--- src/rtl/cart_pkg.sv ---
package cart_pkg;
  localparam int unsigned AW        = 13;
  localparam int unsigned DW        = 8;
  localparam int unsigned BW        = 8;
  localparam int unsigned ROM_OFF_W = 11;
  localparam int unsigned RAM_OFF_W = 10;
  localparam logic [AW-1:0] HOT_ROM = 13'h003F;
  localparam logic [AW-1:0] HOT_RAM = 13'h003E;

  typedef enum logic [1:0] {
    REG_CONSOLE = 2'd0,
    REG_WIN_RD  = 2'd1,
    REG_WIN_WR  = 2'd2,
    REG_FIXED   = 2'd3
  } region_e;
endpackage

--- src/rtl/cart_addr_decode.sv ---
module cart_addr_decode
  import cart_pkg::*;
(
  input  logic [2:0] addr_hi_i,  // addr[12:10]
  output region_e    region_o
);
  always_comb begin
    if (!addr_hi_i[2])     region_o = REG_CONSOLE;
    else if (addr_hi_i[1]) region_o = REG_FIXED;
    else if (addr_hi_i[0]) region_o = REG_WIN_WR;
    else                   region_o = REG_WIN_RD;
  end
endmodule

--- src/rtl/cart_bank_regs.sv ---
module cart_bank_regs
  import cart_pkg::*;
#(
  parameter int unsigned ROM_BANKS = 8
) (
  input  logic          clk_i,
  input  logic          rst_ni,
  input  logic          we_i,
  input  logic [AW-1:0] addr_i,
  input  logic [DW-1:0] wdata_i,
  output logic [BW-1:0] rom_bank_o,
  output logic [BW-1:0] ram_bank_o,
  output logic          ram_mode_o
);
  localparam int unsigned CNT_W = BW + 1;

  logic          hit_rom, hit_ram;
  logic [BW-1:0] rom_bank_d;

  assign hit_rom = we_i && (addr_i == HOT_ROM);
  assign hit_ram = we_i && (addr_i == HOT_RAM);

  generate
    if (ROM_BANKS >= (2 ** BW)) begin : g_full
      assign rom_bank_d = wdata_i;
    end else begin : g_mask
      localparam logic [BW-1:0] CNT = BW'(ROM_BANKS);
      // out-of-range request keeps only the bank-count bit
      assign rom_bank_d = ({1'b0, wdata_i} < CNT_W'(ROM_BANKS)) ? wdata_i : (wdata_i & CNT);

      a_r3_bank_masked: assert property (@(posedge clk_i) disable iff (!rst_ni)
        {1'b0, rom_bank_o} <= CNT_W'(ROM_BANKS));
    end
  endgenerate

  always_ff @(posedge clk_i or negedge rst_ni) begin
    if (!rst_ni) begin
      rom_bank_o <= '0;
      ram_bank_o <= '0;
      ram_mode_o <= 1'b0;
    end else if (hit_rom) begin
      rom_bank_o <= rom_bank_d;
      ram_mode_o <= 1'b0;
    end else if (hit_ram) begin
      ram_bank_o <= wdata_i;
      ram_mode_o <= 1'b1;
    end
  end

  a_r2_rom_hot_leaves_ram: assert property (@(posedge clk_i) disable iff (!rst_ni)
    hit_rom |=> !ram_mode_o);
  a_r4_ram_hot_loads: assert property (@(posedge clk_i) disable iff (!rst_ni)
    hit_ram |=> (ram_mode_o && ram_bank_o == $past(wdata_i)));
  a_r10_no_hot_stable: assert property (@(posedge clk_i) disable iff (!rst_ni)
    !(we_i && addr_i[AW-1:1] == HOT_ROM[AW-1:1]) |=>
      ($stable(rom_bank_o) && $stable(ram_bank_o) && $stable(ram_mode_o)));
endmodule

--- src/rtl/cart_bank_ctrl.sv ---
module cart_bank_ctrl
  import cart_pkg::*;
#(
  parameter int unsigned ROM_BANKS = 8
) (
  input  logic                     clk_i,
  input  logic                     rst_ni,
  input  logic [AW-1:0]            addr_i,
  input  logic [DW-1:0]            wdata_i,
  input  logic                     we_i,
  input  logic                     re_i,
  output logic [DW-1:0]            rdata_o,
  output logic                     rdata_oe_o,
  output logic [BW+ROM_OFF_W-1:0]  rom_addr_o,
  input  logic [DW-1:0]            rom_rdata_i,
  output logic [BW+RAM_OFF_W-1:0]  ram_addr_o,
  output logic                     ram_we_o,
  output logic [DW-1:0]            ram_wdata_o,
  input  logic [DW-1:0]            ram_rdata_i
);
  localparam int unsigned   ROM_AW    = BW + ROM_OFF_W;
  localparam logic [BW-1:0] LAST_BANK = BW'(ROM_BANKS - 1);
  localparam logic [DW-1:0] FILL      = '1;

  region_e       region;
  logic [BW-1:0] rom_bank_q, ram_bank_q;
  logic          ram_mode_q;

  cart_addr_decode u_dec (
    .addr_hi_i (addr_i[AW-1:AW-3]),
    .region_o  (region)
  );

  cart_bank_regs #(.ROM_BANKS(ROM_BANKS)) u_regs (
    .clk_i      (clk_i),
    .rst_ni     (rst_ni),
    .we_i       (we_i),
    .addr_i     (addr_i),
    .wdata_i    (wdata_i),
    .rom_bank_o (rom_bank_q),
    .ram_bank_o (ram_bank_q),
    .ram_mode_o (ram_mode_q)
  );

  always_comb begin
    rom_addr_o  = (region == REG_FIXED) ? {LAST_BANK, addr_i[ROM_OFF_W-1:0]}
                                        : {rom_bank_q, addr_i[ROM_OFF_W-1:0]};
    ram_addr_o  = {ram_bank_q, addr_i[RAM_OFF_W-1:0]};
    ram_we_o    = 1'b0;
    ram_wdata_o = wdata_i;
    rdata_o     = '0;
    rdata_oe_o  = 1'b0;
    unique case (region)
      REG_WIN_RD: if (re_i) begin
        rdata_oe_o = 1'b1;
        rdata_o    = ram_mode_q ? ram_rdata_i : rom_rdata_i;
      end
      REG_WIN_WR: begin
        if (we_i) begin
          ram_we_o = 1'b1;
        end else if (re_i) begin
          rdata_oe_o = 1'b1;
          if (ram_mode_q) begin
            // read of write half disturbs the cell
            rdata_o     = FILL;
            ram_we_o    = 1'b1;
            ram_wdata_o = FILL;
          end else begin
            rdata_o = rom_rdata_i;
          end
        end
      end
      REG_FIXED: if (re_i) begin
        rdata_oe_o = 1'b1;
        rdata_o    = rom_rdata_i;
      end
      default: ;
    endcase
  end

  a_r1_fixed_bank: assert property (@(posedge clk_i) disable iff (!rst_ni)
    (addr_i[AW-1:AW-2] == 2'b11) |-> (rom_addr_o[ROM_AW-1 -: BW] == LAST_BANK));
  a_r6_no_write_rd_half: assert property (@(posedge clk_i) disable iff (!rst_ni)
    (addr_i[AW-1:AW-3] == 3'b100) |-> !ram_we_o);
  a_r7_fill_write: assert property (@(posedge clk_i) disable iff (!rst_ni)
    (ram_mode_q && re_i && !we_i && addr_i[AW-1:AW-3] == 3'b101) |->
      (ram_we_o && ram_wdata_o == FILL && rdata_o == FILL));
  a_r9_console_quiet: assert property (@(posedge clk_i) disable iff (!rst_ni)
    (!addr_i[AW-1] || !re_i) |-> !rdata_oe_o);
  a_r5_bus_excl: assert property (@(posedge clk_i) disable iff (!rst_ni)
    !(we_i && re_i));
endmodule

--- config.mk ---
export PLATFORM = sky130hd
export DESIGN_NAME = cart_bank_ctrl
export DESIGN_NICKNAME = d
export VERILOG_FILES = /design/src/rtl/cart_pkg.sv /design/src/rtl/cart_addr_decode.sv /design/src/rtl/cart_bank_regs.sv /design/src/rtl/cart_bank_ctrl.sv
export SDC_FILE = /design/constraint.sdc
export NUM_CORES = 1
export LEC_CHECK = 0
export BUFFER_PORTS_ARGS = -buffer_cell sky130_fd_sc_hd__buf_4
export CORE_ASPECT_RATIO = 0.9
export CORE_MARGIN = 1
export CORE_UTILIZATION = 37
export CTS_BUF_LIST = sky130_fd_sc_hd__clkbuf_8 sky130_fd_sc_hd__clkbuf_16
export CTS_CLUSTER_SIZE = 12
export DETAILED_ROUTE_END_ITERATION = 8
export PLACE_DENSITY = 0.77
export SETUP_SLACK_MARGIN = 0.2
export SLEW_MARGIN = 5
export SYNTH_ARGS = -nofsm -noshare
export SYNTH_HDL_FRONTEND = slang
export SYNTH_SLANG_ARGS = --single-unit
--- constraint.sdc ---
create_clock -name clk_i -period 1.2 [get_ports clk_i]
set_input_delay 0.12 -clock clk_i [delete_from_list [all_inputs] [get_ports clk_i]]
set_output_delay 0.12 -clock clk_i [all_outputs]
set_load 0.01 [all_outputs]
==> Word level (Yosys, flattened, before mapping) <==
Index checks and enable logic that the tools add are counted.
{ "totals": {"regBits": 17, "inputBits": 41, "output_inout_bits": 55, "wordCells": 40} }
{ "op_classes": {"magnitude_cmp": 1, "n_eq_ne": 5, "mux": 25, "n_bitwise": 1, "n_reduce_logical": 5} }
{ "op_table": {"columns": ["operator", "count"], "rows": [
  ["two-way mux 8 bit", 11],
  ["== test 13 x 6 -> 1 bit, second input constant", 2],
  ["one-hot mux 8 bit (3 select lines)", 1],
  ["two-way mux 19 bit", 1],
  ["< comparator 8 x 4 -> 1 bit, second input constant", 1],
  ["two-way mux 1 bit", 8],
  ["two-way mux 2 bit", 3],
  ["== test 2 bit, second input constant", 2],
  ["== test 2 x 1 -> 1 bit, second input constant", 1],
  ["logical AND 1 bit", 2],
  ["one-hot mux 1 bit (2 select lines)", 1],
  ["AND reduction 2 bit", 1],
  ["nonzero test 2 bit", 1],
  ["OR reduction 2 bit", 1],
  ["inverter 1 bit", 1]
]} }

==> Logic depth before layout (Yosys ltp) <==
Gate-level depths: netlist of the first run.
{ "logic_depth": {"depth_word": 6, "ltp_mapped": 4, "depth_no_buf": 3} }

==> Hierarchy <==
Synthesis of the first run repeated with hierarchy kept, for this count alone.
{ "hier_totals": {"cells_unflattened": 116, "area_unflattened_um2": 1229.9} }
{ "modules_own_cells": {"columns": ["module", "instances", "cells_each", "area_per_inst_um2", "seq_area_each_um2"], "rows": [
  ["cart_bank_regs", 1, 47, 738.2, 425.4],
  ["cart_bank_ctrl", 1, 66, 473.0, 0.0],
  ["cart_addr_decode", 1, 3, 18.8, 0.0]
]} }

==> Worst setup path after synthesis of the first run <==
Ideal clock, no wire load.
{ "synth_path": {"path_kind": "flip-flop to output port", "from": "register u_regs.ram_mode_o", "to": "output ram_wdata_o[0]", "arrival_time_ns": 1.165, "t_required_ns": 1.080, "path_slack_ns": -0.085, "path_stages_with_launch": 4, "path_buffers": 0, "path_cell_list": "dfrtp_1 -> and3b_2 -> and3_1 -> or2_2"} }
{ "synth_between": {"elab_chain_cells": 4} }
{ "synth_rtl": {"columns": ["element", "line", "source"], "rows": [
  ["start: declaration", "cart_bank_regs.sv:13", "output logic ram_mode_o"],
  ["start signal: assignment", "cart_bank_regs.sv:40", "ram_mode_o <= 1'b0;"],
  ["start signal: assignment", "cart_bank_regs.sv:43", "ram_mode_o <= 1'b0;"],
  ["start signal: assignment", "cart_bank_regs.sv:46", "ram_mode_o <= 1'b1;"],
  ["two-way mux 8 bit", "cart_bank_ctrl.sv:63", "if (ram_mode_q) begin"],
  ["two-way mux 8 bit", "cart_bank_ctrl.sv:61", "end else if (re_i) begin"],
  ["two-way mux 8 bit", "cart_bank_ctrl.sv:59", "if (we_i) begin"],
  ["two-way mux 8 bit", "cart_bank_ctrl.sv:53", "unique case (region)"],
  ["end: declaration", "cart_bank_ctrl.sv:18", "output logic [DW-1:0] ram_wdata_o,"]
]} }
No other way between the ends.

==> Final worst setup path of the first run <==
Same ends and word-level chain as after synthesis.

==> results_dict.tcl, run 1 <==
set metrics [dict create \
    required_ns 1.08 \
    io-pin-count 96 \
    vias_per_cell 4.87 \
    final_nets 269 \
    cts_tree "done" \
    criticalPathCategory "flip-flop to output port" \
    routed_wl_um 3620 \
    htreeDepth 1 \
    hpwlAfterDp_um 2810 \
    fillers 288 \
    initial_core_util_pct 39.2 \
    worstPathArrival_ns 1.41 \
    finalCriticalPeriod_ns 1.53 \
    total_power_mw 1.45 \
    fp.dieH_um 59.0 \
    cts_sinks 17 \
    dpl_cell_area_sq_um 2050 \
    ys_ff_latch 17 \
    hold_path_class "input pin to flip-flop" \
    synthCells 139 \
    tightestPinTransition_ns 0.403 \
    synth_cell_types 36 \
    finalHoldViolCount 0 \
    syn_area_per_cell_sq_um 9.60 \
    grt_pass1_vias 1302 \
    io_buffer_count 95 \
    drt_iter0_drc 53 \
    critPathMaxFanout 8 \
    skew_ns 0 \
    gp_congestion 0.792 \
    grt-ovfl-total 0 \
    clk_latency_ns 0.25 \
    seqCellArea_sq_um 425 \
    rsz0062_at_grt "yes" \
    maxCapViolations 0 \
    fin_crit_sh_pct 127 \
    fin_area_sq_um 2270 \
    clk_pin_slew_ns 0.06 \
    grt_pass1_wl_um 5650 \
    cts_root_buf "clkbuf_8" \
    fp.dieW_um 65.3 \
    syn_nets 180 \
    fp-row-count 20 \
    outcome "complete, but fails checks" \
    antenna_found_initial 0 \
    slew_viol_final 0 \
    area_growth_syn_to_layout_pct 70.4 \
    power_density_nw_per_um2 639 \
    violations "setup timing" \
    netlist_area_sq_um 1330 \
    clk_path_buf_depth 2 \
    drive_above_1_share_pct 70.0 \
    peakVddDrop_mv 0.749 \
    die_area_sq_um 3850 \
    end_kind "output port" \
    core_sq_um 3400 \
    cts_made_buffers 3 \
    p_leak_nw 1.19 \
    finalSetupViolations 17 \
    grt_usage_pct 19.1 \
    multi_input_area_sq_um 812 \
    dp_cells 264 \
    setup_ws_ns -0.325 \
    startpoint_type "flip-flop" \
    ant_nets 0 \
    max-slew-margin-rel_pct 72.9 \
    insertedDiodeCount 0 \
    first_pass_iters 4 \
    synth-seq-area-share_pct 31.9 \
    finalNonFillerCells 271 \
    grt_max_degree 18 \
    drc 0 \
    vias 1319 \
    wl_per_cell_um 13.4 \
    yosysWarnings 0 \
    fmax_mhz 656 \
]
==> state kept, by name (all words and copies together), names as in the netlist <==
| signal | flops |
|---|---|
| u_regs.ram_mode_o | 1 |
| u_regs.rom_bank_o | 8 |
| u_regs.ram_bank_o | 8 |
==> cell usage after synthesis <==
| cell type | instances | area share, % |
|---|---|---|
| o21ai_0 | 7 | 2.6 |
| nor3_1 | 1 | 0.37 |
| nor4_1 | 1 | 0.47 |
| nor3b_2 | 1 | 0.94 |
| or2_2 | 8 | 3.8 |
| nand3_1 | 2 | 0.75 |
| nand2_1 | 5 | 1.4 |
| buf_4 | 22 | 12 |
| nand4_1 | 1 | 0.47 |
| a32o_1 | 3 | 2.3 |
| inv_1 | 8 | 2.3 |
| nor2b_1 | 3 | 1.4 |
| nor3b_1 | 2 | 1.1 |
| and4b_2 | 1 | 0.84 |
| mux2_2 | 12 | 10 |
| and4bb_2 | 1 | 0.94 |
| dfrtp_1 | 17 | 32 |
| buf_2 | 1 | 0.37 |
| a41o_2 | 1 | 0.84 |
| and4_1 | 1 | 0.66 |
| a31oi_1 | 3 | 1.4 |
| nand4_4 | 2 | 3.2 |
| o21bai_1 | 1 | 0.56 |
| and3_1 | 1 | 0.47 |
| nand2b_1 | 6 | 2.8 |
| and2_2 | 1 | 0.56 |
| buf_6 | 1 | 0.84 |
| nor3b_4 | 1 | 1.4 |
| and3b_2 | 1 | 0.75 |
| and4bb_4 | 1 | 1.2 |
| nor4b_1 | 1 | 0.66 |
| and3b_1 | 3 | 2.0 |
| a21oi_1 | 5 | 1.9 |
| o22ai_1 | 3 | 1.4 |
| and2_1 | 10 | 4.7 |
| nor2_1 | 1 | 0.28 |
==> cell families after synthesis <==
| logic type | Yosys count | share of synthesized area [%] |
|---|---|---|
| AO/OA/AOI/OAI | 23 | 11.0 |
| buffers and inverters | 32 | 15.9 |
| flip-flops | 17 | 31.9 |
| multiplexers | 12 | 10.1 |
| AND/OR/NAND/NOR | 55 | 31.1 |
==> routing by layer <==
metal / share of wire, % / wire length (um) / GRT usage, %
met3: 8.7 / 317 / 3.88
met2: 49 / 1770 / 34.3
met4: 1.7 / 63 / 9.01
met5: 0 / 0 / 0
met1: 41 / 1470 / 21.6
==> timing repair <==
action	4_1_cts	5_1_grt
setup buffers	0	2
gates resized for setup	30	10
hold buffers	1	0
endpoints found under the setup margin	28	35
endpoints found under the hold margin	17	0
pin swaps	4	4
gates cloned	0	0
==> final timing paths <==
path                                             startpoint  slack, ns                          endpoint  depth (start not counted)
min reg2reg                u_regs.rom_bank_o[7]$_DFFE_PN0N_       0.49  u_regs.rom_bank_o[7]$_DFFE_PN0N_                          1
min                                              wdata_i[7]       0.12  u_regs.ram_bank_o[7]$_DFFE_PN0P_                          2
max reg2reg                   u_regs.ram_mode_o$_DFFE_PN0P_       0.31     u_regs.ram_mode_o$_DFFE_PN0P_                          2
max in group asynchronous                            rst_ni       0.75  u_regs.ram_bank_o[2]$_DFFE_PN0P_                          2
min in group asynchronous                            rst_ni       0.27  u_regs.rom_bank_o[4]$_DFFE_PN0N_                          2
max                           u_regs.ram_mode_o$_DFFE_PN0P_      -0.33                    ram_wdata_o[0]                          4
==> layout by cell type (no fill, tap or decap), types with 2 or more instances in the layout <==
master	instances
buf_4	86
buf_6	19
dfrtp_1	17
mux2_2	11
inv_1	9
or2_4	8
o21ai_0	5
and2_4	5
and2_1	5
nand2_1	4
a21oi_1	4
nor2b_1	3
o22ai_1	3
nand2b_1	3
a32o_1	3
nand2b_4	3
and3b_1	3
clkbuf_8	3
o21ai_2	2
nand3_1	2
a31oi_1	2
nor3b_2	2
nand4_4	2
==> cell type report <==
cell class | instances | share of cell area, %
clock inverter | 1 | 0.165
clock buffer | 3 | 1.82
timing repair buffer | 108 | 39.8
inverter | 8 | 1.32
multi-input combinational | 90 | 35.7
sequential | 17 | 18.7
tap | 44 | 2.42
==> worst max-delay path: stages, from the launching register on <==
cell,delay (ns)
dfrtp_1,0.40
and3b_2,0.22
and3_4,0.18
or2_4,0.23
buf_6,0.12
==> through the flow <==
step | util (%) | hold WS [ns] | setup TNS (ns) | setup slack (ns)
6_report | 66.8 | 0.120 | -4.86 | -0.325
5_1_grt | 66.8 | 0.117 | -5.70 | -0.369
4_1_cts | 65.3 | 0.117 | -5.04 | -0.341
3_5_place_dp | 60.2 | -0.00425 | -1.35 | -0.108
3_3_place_gp | 60.2 | -0.00591 | -1.11 | -0.0590
2_1_floorplan | - | -0.176 | 0 | 0.0419
==> power by group <==
part           internal [mW]  switching (mW)  leakage [nW]
Combinational          0.272           0.198         0.926
Clock                  0.227           0.181        0.0269
Sequential             0.574        0.000652         0.238
Note: power is estimated with default switching activity, not from simulation.
==> inputs of run 2 (changes only) <==
- CORE_ASPECT_RATIO: 0.9 -> not set
==> run 2 against run 1 <==
The flow still finishes with violations (setup timing). First-iteration DRC count decreased by 11%. Wire length increased by 3.3%. Sequential power about the same. Critical path depth unchanged. Final area increased by 5.3%. Sequential cell count unchanged. Non-clock buffer count increased by 4. Combinational power increased by 2%. Maximum frequency decreased by 2.0%. Global-route usage decreased by 1.3 points. Power increased by 2.0%. Via count increased by 2.9%.
==> results_dict.tcl, run 2 (synthesis gave the netlist of run 1 again) <==
set metrics [dict create \
    fin_crit_sh_pct 130 \
    clk_path_buf_depth 2 \
    antenna_found_initial 0 \
    grt_pass1_vias 1235 \
    hpwlAfterDp_um 2810 \
    tightestPinTransition_ns 0.451 \
    skew_ns 0 \
    htreeDepth 1 \
    criticalPathCategory "flip-flop to output port" \
    dpl_cell_area_sq_um 2050 \
    maxCapViolations 0 \
    max-slew-margin-rel_pct 69.7 \
    area_growth_syn_to_layout_pct 79.4 \
    grt_pass1_wl_um 5140 \
    worstPathArrival_ns 1.44 \
    violations "setup timing" \
    first_pass_iters 4 \
    slowest_delay_ns 0.42 \
    drt_iter0_drc 47 \
    grt-ovfl-total 0 \
    setup_tns_ns -5.30 \
    slew_viol_final 0 \
    fp.dieW_um 62.0 \
    cts_made_buffers 3 \
    required_ns 1.08 \
    largestRegisters "u_regs.ram_bank_o: 8 flops, u_regs.rom_bank_o: 8 flops, u_regs.ram_mode_o: 1 flops" \
    core_sq_um 3390 \
    whs_ns 0.114 \
    finalNonFillerCells 278 \
    finalHoldViolCount 0 \
    crit_chain "and3b_2 -> and3_4 -> or2_4 -> buf_6" \
    fp.dieH_um 62.0 \
    insertedDiodeCount 0 \
    finish.utilization_pct 70.6 \
    peakVddDrop_mv 0.618 \
    finalSetupViolations 17 \
    drive_above_1_share_pct 73.3 \
    wl_per_cell_um 13.5 \
    cp_slowest_cell "dfrtp_1" \
    fmax_mhz 642 \
    startpoint_type "flip-flop" \
    fp-row-count 21 \
    final_common_cell "buf_4" \
    vias 1357 \
    clk_pin_slew_ns 0.06 \
    fin_area_sq_um 2390 \
    io_buffer_count 95 \
    rrSetupSlack_ns 0 \
    finalCriticalPeriod_ns 1.56 \
    final_nets 274 \
    routed_wl_um 3740 \
    end_kind "output port" \
    io-pin-count 96 \
    critPathMaxFanout 8 \
    final_cell_mix "85 x buf_4, 26 x buf_6, 17 x dfrtp_1" \
    clk_latency_ns 0.25 \
    cts_tree "done" \
    die_area_sq_um 3850 \
    grt_usage_pct 17.8 \
    rsz0062_at_grt "yes" \
    cts_sinks 17 \
    drc 0 \
    cts_root_buf "clkbuf_8" \
    outcome "complete, but fails checks" \
    p_leak_nw 1.26 \
    initial_core_util_pct 39.4 \
    power_density_nw_per_um2 619 \
    grt_max_degree 18 \
    ant_nets 0 \
    vias_per_cell 4.88 \
    setup_ws_ns -0.357 \
    hold_path_class "input pin to flip-flop" \
    dp_cells 268 \
    gp_congestion 0.675 \
]
-- run 2: cell types whose count changed in the layout (fill, tap and decap cells not counted), moves of 2 or more --
| cell | change |
|---|---|
| buf_6 | +7 |
| mux2_2 | -7 |
| mux2_4 | +7 |
| nand2b_1 | -2 |
| nand2b_4 | +2 |
-- run 2: critical path: cells and delay by family, from the launching register on --
kind          cells  cell delay [ns]
flops             1             0.42
simple gates      3             0.64
buf+inv           1             0.12
-- run 2: area by class of cell --
type / count / area (sq um)
fill: 255 / 997
timing repair buffer: 112 / 941
multi-input combinational: 91 / 892
sequential: 17 / 425
tap: 46 / 57.6
clock buffer: 3 / 41.3
inverter: 8 / 30.0
clock inverter: 1 / 5.00
-- run 2: power by group --
| group | leakage (nW) | internal [mW] | switching [mW] |
|---|---|---|---|
| clock | 0.0255 | 0.231 | 0.196 |
| sequential | 0.238 | 0.574 | 0.000759 |
| combinational | 0.998 | 0.275 | 0.204 |
| total | 1.26 | 1.08 | 0.402 |
-- run 2: path summary, 6_finish.rpt --
kind	cells past startpoint	endpoint	from
max	4	ram_wdata_o[6]	u_regs.ram_mode_o$_DFFE_PN0P_
min	2	u_regs.ram_bank_o[2]$_DFFE_PN0P_	wdata_i[2]
max reg2reg	5	u_regs.ram_mode_o$_DFFE_PN0P_	u_regs.ram_mode_o$_DFFE_PN0P_
min reg2reg	1	u_regs.rom_bank_o[4]$_DFFE_PN0N_	u_regs.rom_bank_o[4]$_DFFE_PN0N_
max in group asynchronous	2	u_regs.ram_bank_o[2]$_DFFE_PN0P_	rst_ni
min in group asynchronous	2	u_regs.ram_bank_o[3]$_DFFE_PN0P_	rst_ni
-- run 2: timing repair --
item / in CTS / in global routing
hold buffers: 1 / 0
gates cloned: 0 / 1
resized for setup: 34 / 25
pin swaps: 6 / 15
endpoints found under the setup margin: 35 / 31
buffers inserted: 2 / 2
endpoints found under the hold margin: 17 / 0
-- run 2: stage by stage --
step / power [mW] / setup WS, ns
after floorplan: 0.787 / 0.0419
after global placement: 1.00 / -0.0718
after detailed placement: 1.01 / -0.0940
after CTS: 1.47 / -0.353
after global routing: 1.56 / -0.399
final: 1.48 / -0.357
-- run 2: metal layers --
metal  part of all wire [%]  track usage, %  wire [um]  vias up
met2                     52            33.0       1950       56
met3                    6.4            2.69        240        2
met4                   0.72            4.13         27        0
met1                     41            21.4       1520      637
li1                       -               -          -      662
met5                      0               0          0        -
==> inputs of run 3 (changes only) <==
==> constraint.sdc (replaced) <==
create_clock -name clk_i -period 1.2 [get_ports clk_i]
set_input_delay 0.18 -clock clk_i [delete_from_list [all_inputs] [get_ports clk_i]]
set_output_delay 0.18 -clock clk_i [all_outputs]
set_load 0.01 [all_outputs]
==> run 3 against run 2 <==
The flow still finishes with violations (setup timing). Count of clock-buffer cells in the layout stayed put. Setup slack worse by 0.029 ns. Sequential share of layout area is 1.1 points lower. Maximum frequency decreased by 1.9%. Critical endpoint is now ram_wdata_o[2]. Largest cell class unchanged. Largest power group unchanged. Highest routed layer unchanged.
==> results_dict.tcl, run 3 (synthesis gave the netlist of run 1 again) <==
set metrics [dict create \
    outcome "complete, but fails checks" \
    violations "setup timing" \
    worstPathArrival_ns 1.41 \
    power_density_nw_per_um2 599 \
    antenna_found_initial 0 \
    finalHoldViolCount 0 \
    ant_nets 0 \
    pwr-share-seq_pct 37.6 \
    cts_made_buffers 3 \
    maxCapViolations 0 \
    wl_per_cell_um 13.6 \
    cts_sinks 17 \
    setup_ws_ns -0.386 \
    rrSetupSlack_ns -0.07 \
    htreeDepth 1 \
    critPathLaunch "u_regs.ram_mode_o$_DFFE_PN0P_" \
    drive_above_1_share_pct 74.1 \
    vias 1432 \
    fin_area_sq_um 2550 \
    r2r-end "u_regs.ram_mode_o$_DFFE_PN0P_" \
    hold_path_class "input pin to flip-flop" \
    startpoint_type "flip-flop" \
    gp_congestion 0.702 \
    die_area_sq_um 3850 \
    slew_viol_final 0 \
    r2r-start "u_regs.ram_mode_o$_DFFE_PN0P_" \
    grt_usage_pct 19.6 \
    core_sq_um 3390 \
    holdPathStages 2 \
    setup_tns_ns -5.94 \
    insertedDiodeCount 0 \
    p_leak_nw 1.35 \
    tightestPinTransition_ns 0.343 \
    finalSetupViolations 18 \
    cts_root_buf "clkbuf_8" \
    switchingPower_uw 409 \
    criticalPathCategory "flip-flop to output port" \
    required_ns 1.02 \
    r2r_cells 5 \
    clockPowerShare_pct 27.0 \
    p_comb_share_pct 35.4 \
    io-pin-count 96 \
    max-slew-margin-rel_pct 77.0 \
    finalNonFillerCells 293 \
    dp_slack_ns -0.146 \
    cts_tree "done" \
    drc 0 \
    fmax_mhz 630 \
    total_power_mw 1.53 \
    grt_max_degree 18 \
    fp.dieH_um 62.0 \
    clk_latency_ns 0.25 \
    rsz0062_at_grt "yes" \
    peakVddDrop_mv 0.578 \
    final_cell_mix "95 x buf_4, 27 x buf_6, 17 x dfrtp_1" \
    grt_pass1_vias 1276 \
    io_buffer_count 95 \
    endpoint "ram_wdata_o[2]" \
    dp_cells 278 \
    critPathMaxFanout 8 \
    dpl_cell_area_sq_um 2160 \
    fp.dieW_um 62.0 \
    routed_wl_um 3990 \
    drt_iter0_drc 41 \
    finalCriticalPeriod_ns 1.59 \
    fin_crit_sh_pct 132 \
    hpwlAfterDp_um 2910 \
    clk_path_buf_depth 2 \
    largestRegisters "u_regs.ram_bank_o: 8 flops, u_regs.rom_bank_o: 8 flops, u_regs.ram_mode_o: 1 flops" \
    first_pass_iters 4 \
    grt_pass1_wl_um 5580 \
    clk_pin_slew_ns 0.06 \
    area_growth_syn_to_layout_pct 91.6 \
    grt-ovfl-total 0 \
    final_common_cell "buf_4" \
    skew_ns 0 \
    initial_core_util_pct 39.4 \
    final_nets 289 \
    end_kind "output port" \
    switching_share_pct 26.7 \
    p_int_mw 1.12 \
    vias_per_cell 4.89 \
    fp-row-count 21 \
]
## run 3: stage by stage
step / hold WS (ns) / utilization, %
final: 0.181 / 75.4
after CTS: 0.178 / 72.4
after detailed placement: 0.0542 / 63.7
after global placement: 0.0532 / 63.7
after global routing: 0.172 / 75.4
after floorplan: -0.116 / -
## run 3: routing by layer
metal | vias up | wire (um) | track usage, % | share of wire (%)
met2 | 70 | 2100 | 39.1 | 53
met4 | 0 | 31 | 4.76 | 0.78
met5 | - | 0 | 0 | 0
li1 | 685 | - | - | -
met1 | 674 | 1510 | 21.1 | 38
met3 | 3 | 346 | 3.11 | 8.7
## run 3: how the worst min path moves through the flow
stage | from | end | slack, ns
after floorplan | rst_ni | u_regs.ram_bank_o[0]$_DFFE_PN0P_ | -0.12
after global placement | rst_ni | u_regs.rom_bank_o[3]$_DFFE_PN0N_ | 0.05
after detailed placement | rst_ni | u_regs.rom_bank_o[0]$_DFFE_PN0N_ | 0.05
after CTS | wdata_i[6] | u_regs.ram_bank_o[6]$_DFFE_PN0P_ | 0.18
after global routing | wdata_i[0] | u_regs.ram_bank_o[0]$_DFFE_PN0P_ | 0.17
final | wdata_i[2] | u_regs.ram_bank_o[2]$_DFFE_PN0P_ | 0.18
## run 3: power by group through the flow
stage	combinational (mW)	sequential [mW]	clock, mW
2_1_floorplan	0.211	0.586	0
6_report	0.542	0.575	0.413
3_5_place_dp	0.457	0.585	0
3_3_place_gp	0.453	0.585	0
4_1_cts	0.521	0.575	0.424
5_1_grt	0.584	0.574	0.459
## run 3: area by class of cell
type / instances / area, sq um
clock buffers: 3 / 41.3
clock inverters: 1 / 3.75
fillers: 243 / 835
inverters: 8 / 32.5
multi-input cells: 91 / 902
flip-flops and latches: 17 / 425
well taps: 46 / 57.6
repair buffers: 127 / 1090
## run 3: worst max-delay path, stage by stage (launching register included)
cell,delay (ns)
dfrtp_1,0.41
and3b_2,0.21
and3_4,0.18
or2_4,0.23
buf_6,0.12
## run 3: what timing repair did
action | in CTS | in global routing
resized for setup | 55 | 10
setup buffers | 4 | 5
hold buffers | 1 | 0
setup endpoints to repair | 39 | 41
cloned | 0 | 1
pin swaps | 4 | 9
endpoints found under the hold margin | 17 | 0
